==> src/rtl/abuf_pkg.sv <==
`timescale 1ns/1ps
package abuf_pkg;
    parameter int CPU_AW   = 24;
    parameter int EXP_AW   = 20;
    parameter int N_STROBE = 2;

    typedef struct packed {
        logic [CPU_AW-1:0] addr;
        logic              bhe_n;
    } latch_t;

    typedef struct packed {
        logic [N_STROBE-1:0] strb_n;
    } lowmem_t;

    typedef struct packed {
        logic addr_oe;
        logic la20_oe;
        logic bhe_oe;
        logic smem_oe;
    } drive_t;
endpackage

==> src/rtl/abuf_latch.sv <==
`timescale 1ns/1ps
module abuf_latch
    import abuf_pkg::*;
(
    input  logic              clk,
    input  logic              rst_n,
    input  logic              ale,
    input  logic [CPU_AW-1:0] cpu_addr,
    input  logic              cpu_bhe_n,
    output logic [CPU_AW-1:0] addr_q,
    output logic              bhe_n_q
);
    latch_t st_d, st_q;

    always_comb begin
        st_d = st_q;
        if (ale) begin
            st_d.addr  = cpu_addr;
            st_d.bhe_n = cpu_bhe_n;
        end
    end

    always_ff @(posedge clk or negedge rst_n) begin
        if (!rst_n) begin
            st_q.addr  <= '0;
            st_q.bhe_n <= 1'b1;
        end else begin
            st_q <= st_d;
        end
    end

    assign addr_q  = st_q.addr;
    assign bhe_n_q = st_q.bhe_n;

    assert_capture_R2: assert property (@(posedge clk) disable iff (!rst_n)
        ale |=> (addr_q == $past(cpu_addr)));

    assert_hold_R3: assert property (@(posedge clk) disable iff (!rst_n)
        !ale |=> ($stable(addr_q) && $stable(bhe_n_q)));

    assert_bhe_capture_R5: assert property (@(posedge clk) disable iff (!rst_n)
        ale |=> (bhe_n_q == $past(cpu_bhe_n)));
endmodule

==> src/rtl/abuf_a20.sv <==
`timescale 1ns/1ps
module abuf_a20 (
    input  logic clk,
    input  logic rst_n,
    input  logic a20_gate,
    input  logic addr_a20,
    output logic gate_q,
    output logic la20
);
    logic gate_d, gate_r;

    always_comb begin
        gate_d = a20_gate;
    end

    always_ff @(posedge clk or negedge rst_n) begin
        if (!rst_n) gate_r <= 1'b0;
        else        gate_r <= gate_d;
    end

    assign gate_q = gate_r;
    assign la20   = addr_a20 & gate_r;

    assert_gate_off_R4: assert property (@(posedge clk) disable iff (!rst_n)
        !a20_gate |=> !la20);
endmodule

==> src/rtl/abuf_lowmem.sv <==
`timescale 1ns/1ps
module abuf_lowmem
    import abuf_pkg::*;
#(
    parameter int HI_W = CPU_AW - EXP_AW
) (
    input  logic                clk,
    input  logic                rst_n,
    input  logic [HI_W-1:0]     addr_hi,
    input  logic                gate_q,
    input  logic [N_STROBE-1:0] mem_n,
    output logic [N_STROBE-1:0] smem_n
);
    lowmem_t             st_d, st_q;
    logic                in_low;
    logic [N_STROBE-1:0] hit_n;

    assign in_low = ~(|addr_hi[HI_W-1:1]) & ~(addr_hi[0] & gate_q);

    for (genvar g = 0; g < N_STROBE; g++) begin : g_strobe
        assign hit_n[g] = mem_n[g] | ~in_low;
    end

    always_comb begin
        st_d        = st_q;
        st_d.strb_n = hit_n;
    end

    always_ff @(posedge clk or negedge rst_n) begin
        if (!rst_n) st_q.strb_n <= '1;
        else        st_q <= st_d;
    end

    assign smem_n = st_q.strb_n;

    // index 0 carries the read strobe
    assert_rd_idle_R6: assert property (@(posedge clk) disable iff (!rst_n)
        mem_n[0] |=> smem_n[0]);

    // index N_STROBE-1 carries the write strobe
    assert_wr_idle_R7: assert property (@(posedge clk) disable iff (!rst_n)
        mem_n[N_STROBE-1] |=> smem_n[N_STROBE-1]);

    assert_high_region_R8: assert property (@(posedge clk) disable iff (!rst_n)
        (|addr_hi[HI_W-1:1]) |=> (smem_n == '1));
endmodule

==> src/rtl/abuf_drive.sv <==
`timescale 1ns/1ps
module abuf_drive
    import abuf_pkg::*;
(
    input  logic clk,
    input  logic rst_n,
    input  logic master_n,
    output logic addr_oe,
    output logic la20_oe,
    output logic bhe_oe,
    output logic smem_oe
);
    drive_t st_d, st_q;

    always_comb begin
        st_d.addr_oe = master_n;
        st_d.la20_oe = master_n;
        st_d.bhe_oe  = master_n;
        st_d.smem_oe = master_n;
    end

    always_ff @(posedge clk or negedge rst_n) begin
        if (!rst_n) st_q <= '0;
        else        st_q <= st_d;
    end

    assign addr_oe = st_q.addr_oe;
    assign la20_oe = st_q.la20_oe;
    assign bhe_oe  = st_q.bhe_oe;
    assign smem_oe = st_q.smem_oe;

    assert_release_R9: assert property (@(posedge clk) disable iff (!rst_n)
        !master_n |=> !(addr_oe | la20_oe | bhe_oe | smem_oe));

    assert_restore_R9: assert property (@(posedge clk) disable iff (!rst_n)
        master_n |=> (addr_oe & la20_oe & bhe_oe & smem_oe));
endmodule

==> src/rtl/at_addr_buffer.sv <==
`timescale 1ns/1ps
module at_addr_buffer
    import abuf_pkg::*;
(
    input  logic              clk,
    input  logic              rst_n,
    input  logic [CPU_AW-1:0] cpu_addr,
    input  logic              cpu_bhe_n,
    input  logic              ale,
    input  logic              a20_gate,
    input  logic              mem_rd_n,
    input  logic              mem_wr_n,
    input  logic              master_n,
    output logic [EXP_AW-1:0] exp_addr,
    output logic              exp_addr_oe,
    output logic              exp_la20,
    output logic              exp_la20_oe,
    output logic              exp_bhe_n,
    output logic              exp_bhe_oe,
    output logic              smem_rd_n,
    output logic              smem_wr_n,
    output logic              smem_oe
);
    localparam int HI_W = CPU_AW - EXP_AW;

    logic [CPU_AW-1:0]   addr_q;
    logic                bhe_n_q;
    logic                gate_q;
    logic [N_STROBE-1:0] mem_n;
    logic [N_STROBE-1:0] smem_n;

    abuf_latch u_latch (
        .clk       (clk),
        .rst_n     (rst_n),
        .ale       (ale),
        .cpu_addr  (cpu_addr),
        .cpu_bhe_n (cpu_bhe_n),
        .addr_q    (addr_q),
        .bhe_n_q   (bhe_n_q)
    );

    abuf_a20 u_a20 (
        .clk      (clk),
        .rst_n    (rst_n),
        .a20_gate (a20_gate),
        .addr_a20 (addr_q[EXP_AW]),
        .gate_q   (gate_q),
        .la20     (exp_la20)
    );

    assign mem_n[0]          = mem_rd_n;
    assign mem_n[N_STROBE-1] = mem_wr_n;

    abuf_lowmem #(.HI_W(HI_W)) u_lowmem (
        .clk     (clk),
        .rst_n   (rst_n),
        .addr_hi (addr_q[CPU_AW-1:EXP_AW]),
        .gate_q  (gate_q),
        .mem_n   (mem_n),
        .smem_n  (smem_n)
    );

    abuf_drive u_drive (
        .clk      (clk),
        .rst_n    (rst_n),
        .master_n (master_n),
        .addr_oe  (exp_addr_oe),
        .la20_oe  (exp_la20_oe),
        .bhe_oe   (exp_bhe_oe),
        .smem_oe  (smem_oe)
    );

    assign exp_addr  = addr_q[EXP_AW-1:0];
    assign exp_bhe_n = bhe_n_q;
    assign smem_rd_n = smem_n[0];
    assign smem_wr_n = smem_n[N_STROBE-1];
endmodule

==> config.mk <==
export PLATFORM = sky130hd
export DESIGN_NAME = at_addr_buffer
export DESIGN_NICKNAME = d
export VERILOG_FILES = /design/src/rtl/abuf_pkg.sv /design/src/rtl/abuf_latch.sv /design/src/rtl/abuf_a20.sv /design/src/rtl/abuf_lowmem.sv /design/src/rtl/abuf_drive.sv /design/src/rtl/at_addr_buffer.sv
export SDC_FILE = /design/constraint.sdc
export NUM_CORES = 1
export LEC_CHECK = 0
export BUFFER_PORTS_ARGS = -buffer_cell sky130_fd_sc_hd__clkbuf_2
export CORE_MARGIN = 3
export CORE_UTILIZATION = 25
export DETAILED_ROUTE_END_ITERATION = 16
export MAX_ROUTING_LAYER = met4
export PLACE_DENSITY = 0.45
export SETUP_SLACK_MARGIN = 0.5
export SYNTH_ARGS = -nofsm -noshare
export SYNTH_HDL_FRONTEND = slang
export SYNTH_SLANG_ARGS = --single-unit
==> constraint.sdc <==
create_clock -name clk -period 1.8 [get_ports clk]
set_clock_uncertainty 0.15 [all_clocks]
set_input_delay 0.09 -clock clk [delete_from_list [all_inputs] [get_ports clk]]
set_output_delay 0.09 -clock clk [all_outputs]
set_load 0.1 [all_outputs]
[Yosys cells after proc, flatten, opt, wreduce, memory -nomap -nowiden]
Index checks and enable logic that the tools add are counted.
Storage, ports and cells
  RAM bits: 0
  latch bits: 0
  ROM bits: 0
  memories kept: 0
  logic and storage cells: 13
  register bits: 29
  output and inout bits: 28
Cells by class
  reduce and logical (&&, ||, !) cells: 1
  multiply operators: 0
  magnitude comparators: 0
  $add $sub $neg: 0
  shift operators: 0
  div/mod/pow operators: 0
  muxes and demuxes: 0
  eq/ne operators: 0
  bitwise logic cells: 7
Operators with widths (number)
  inverter 1 bit: 3
  OR reduction 3 bit: 1
  bitwise AND 1 bit: 2
  bitwise OR 1 bit: 2

[Longest topological paths before layout]
  word-level depth: 5
  depth in mapped cells: 3
  mapped depth without buffers: 2

[Cells and area by module]
A second synthesis with hierarchy kept.
Unflattened totals
  cells, all modules: 64
  area total of the unflattened synthesis: 1188.6 sq um
By module, submodules not included
  abuf_latch: area an instance 1034.7 sq um, cells each 53, instances 1
  abuf_lowmem: area an instance 75.1 sq um, cells each 5, instances 1
  abuf_drive: area an instance 47.5 sq um, cells each 4, instances 1
  abuf_a20: area an instance 31.3 sq um, cells each 2, instances 1

[Worst setup path after synthesis]
Ideal clock, no wire load.
  path type: reg2out
  start: reg u_drive.smem_oe (netlist name)
  end: out exp_bhe_oe
  data arrival time: 1357 ps
  setup slack: 203 ps
  cell stages (with the launch flop): 2
  buffers on the path: 1
  cell sequence: dfrtp_1 buf_4
RTL lines
  to (decl): RTL line at_addr_buffer.sv:19  | output logic exp_bhe_oe,

[Worst setup path after layout]
  start: reg u_lowmem.st_q (netlist bit u_lowmem.smem_n[0])
  end: out smem_rd_n
RTL lines
  from (decl): RTL line abuf_lowmem.sv:14  | lowmem_t st_d, st_q;
  from (signal assigned): RTL line abuf_lowmem.sv:31  | else st_q <= st_d;
  to (decl): RTL line at_addr_buffer.sv:20  | output logic smem_rd_n,
No word-level cell between the ends.

==> flow_summary.yaml <==
worst_setup_path:
  arrival_ns: 1.02
  worstPathCellList: "clkbuf_8"
  end_kind: "output port"
  critical_path.max_stage_delay_ns: 0.52
  path_buf_inv: 1
  crit_slowest_cell: "dfstp_2"
  critical_path.max_fanout: 1
  required_ns: 1.56
  crit_type: "flop to output port"
  startpoint_type: "flop"
  critPathTopFamily: "flip-flops"
final_layout:
  layout.cells.non_filler: 225
  fin_nets: 189
  fillers: 485
  final_util: 0.404
  layout-drive-gt1-share: 0.601
  area_growth_pct: 49.4
  finish.instance_area_mm2: 0.00200
  n_antenna_cell: 0
yosys:
  synthArstFlopShare: 1.00
  synth-edff-count: 0
  ys.flop_type: "dfrtp_1"
  syn_area_mm2: 0.00134
  yosys-top-cells-count: "dfrtp_1 (26), buf_4 (23), mux2_4 (20)"
  syn_nets: 118
  synthTopCellsByArea: "dfrtp_1 (49%), mux2_4 (22%), buf_4 (13%)"
  yosys.area.top_type: "dfrtp_1"
  netlist_instances: 86
  yosysWarnings: 0
  synth_most_common_cell: "dfrtp_1"
  synth.distinct_cells: 10
  avgSynthCellArea_um2: 15.6
  synth_top_area_frac: 0.486
  yosysSeqAreaShare: 0.545
  synth-seq-cells: 29
grt:
  grt_pass1_vias: 943
  grt_usage: 0.0992
  grt_max_degree: 30
  grt_pass1_wl_mm: 4.59
  grt.overflow.total: 0
  antenna_found_initial: 0
place:
  dp_cells: 187
  dp_hpwl_mm: 1.78
  place_ws_ns: 0.498
  place_area_mm2: 0.00151
  gp_congestion: 0.646
  io_buffers: 59
clock_tree:
  clk_latency_ns: 0.27
  cts_made_buffers: 5
  cts_setup_buffers: 0
  cts.htree.levels: 2
  cts.sinks: 29
  cts_buffer_depth: 2
  cts.reportedPaths.clkPinSlew_ns: 0.06
  root_buffer: "clkbuf_8"
  cts_tree: "yes"
run_status:
  status: "completed"
routing:
  first_iter_violations: 14
  dr.pass1.iters: 5
  via_per_inst: 3.88
  drc_errors: 0
  wirelength_mm: 2.77
  avgRoutedWirePerCell_um: 12.3
  vias: 872
  ant_nets: 0
flow_run:
  maxCapViolCount: 0
sta:
  hold_viol: 0
  setup_ws_ns: 0.536
  whs_ns: 0.236
  finalMaxSlewViolations: 0
  tightest_slew_ns: 0.724
  finalSetupTns_ns: 0
  finalSetupViolations: 0
  post-route-min-period_ns: 1.26
  min_period_over_period: 0.702
  fmax_mhz: 791
  rsz0062_at_grt: "no"
  slew_headroom: 0.517
die:
  initial_core_util: 0.271
  rows: 25
  die_y_um: 79.1
  die_w_um: 79.1
  ios: 60
  design.core.area_mm2: 0.00494
  die-area_mm2: 0.00626
pwr:
  p_per_area_mw_per_mm2: 992
  p_leak_nw: 0.973
  irDropWorstVdd_mv: 0.538
  power_mw: 1.98
min_path:
  hp-class: "primary input to flop"
## where the power goes
part           internal, mW  switching (mW)
Sequential            0.716          0.0375
Clock                 0.274           0.227
Combinational         0.222           0.505
## layer usage
| metal | up-vias | part of all wire | track usage | wire (µm) |
|---|---|---|---|---|
| li1 | 405 | - | - | - |
| met1 | 417 | 0.42 | 0.120 | 1170 |
| met3 | 5 | 0.073 | 0.0306 | 202 |
| met4 | 0 | 0.013 | 0.0412 | 37 |
| met5 | - | 0 | - | 0 |
| met2 | 45 | 0.49 | 0.154 | 1360 |
## registers in the layout, summed over array words and instances (netlist names)
signal           cells
u_latch.addr_q      24
u_latch.bhe_n_q      1
u_lowmem.smem_n      2
u_drive.smem_oe      1
u_a20.gate_q         1
## cell type report
class / instances / area, µm² / area share
multi-input combinational: 30 / 380 / 0.190
timing repair buffer: 90 / 719 / 0.360
tap: 67 / 83.8 / 0.0420
sequential: 29 / 731 / 0.366
inverter: 1 / 3.75 / 0.00188
clock buffer: 8 / 80.1 / 0.0401
## path summary, 6_finish.rpt
| path | start | end | slack, ns | depth (start not counted) |
|---|---|---|---|---|
| max | u_lowmem.smem_n[0] | smem_rd_n | 0.54 | 1 |
| min | ale | u_latch.addr_q[9] | 0.24 | 2 |
| max reg2reg | u_latch.addr_q[23] | u_lowmem.smem_n[0] | 0.78 | 2 |
| min reg2reg | u_latch.addr_q[12] | u_latch.addr_q[12] | 0.36 | 1 |
| max in group asynchronous | rst_n | u_drive.smem_oe | 0.74 | 2 |
| min in group asynchronous | rst_n | u_latch.addr_q[18] | 0.27 | 2 |
## cell families after synthesis
group	Yosys count	synth area share
muxes	25	0.267
and+or+nand+nor	5	0.0178
buffers and inverters	27	0.170
DFF	29	0.545
## layout by cell type (no fill, tap or decap), drive strengths merged
cell and count:
nand2 3, dfstp 3, dlygate4sd3 30, dfrtp 26
buf 4, nor4 2, clkbuf 64, inv 1
mux2 25
## timing repair
action,in CTS,in global routing
hold endpoints to repair,55,0
endpoints found under the setup margin,28,3
pin swaps,0,0
cloned,0,0
resized for setup,32,5
hold buffers,30,0
Note: power is estimated with default switching activity, not from simulation.
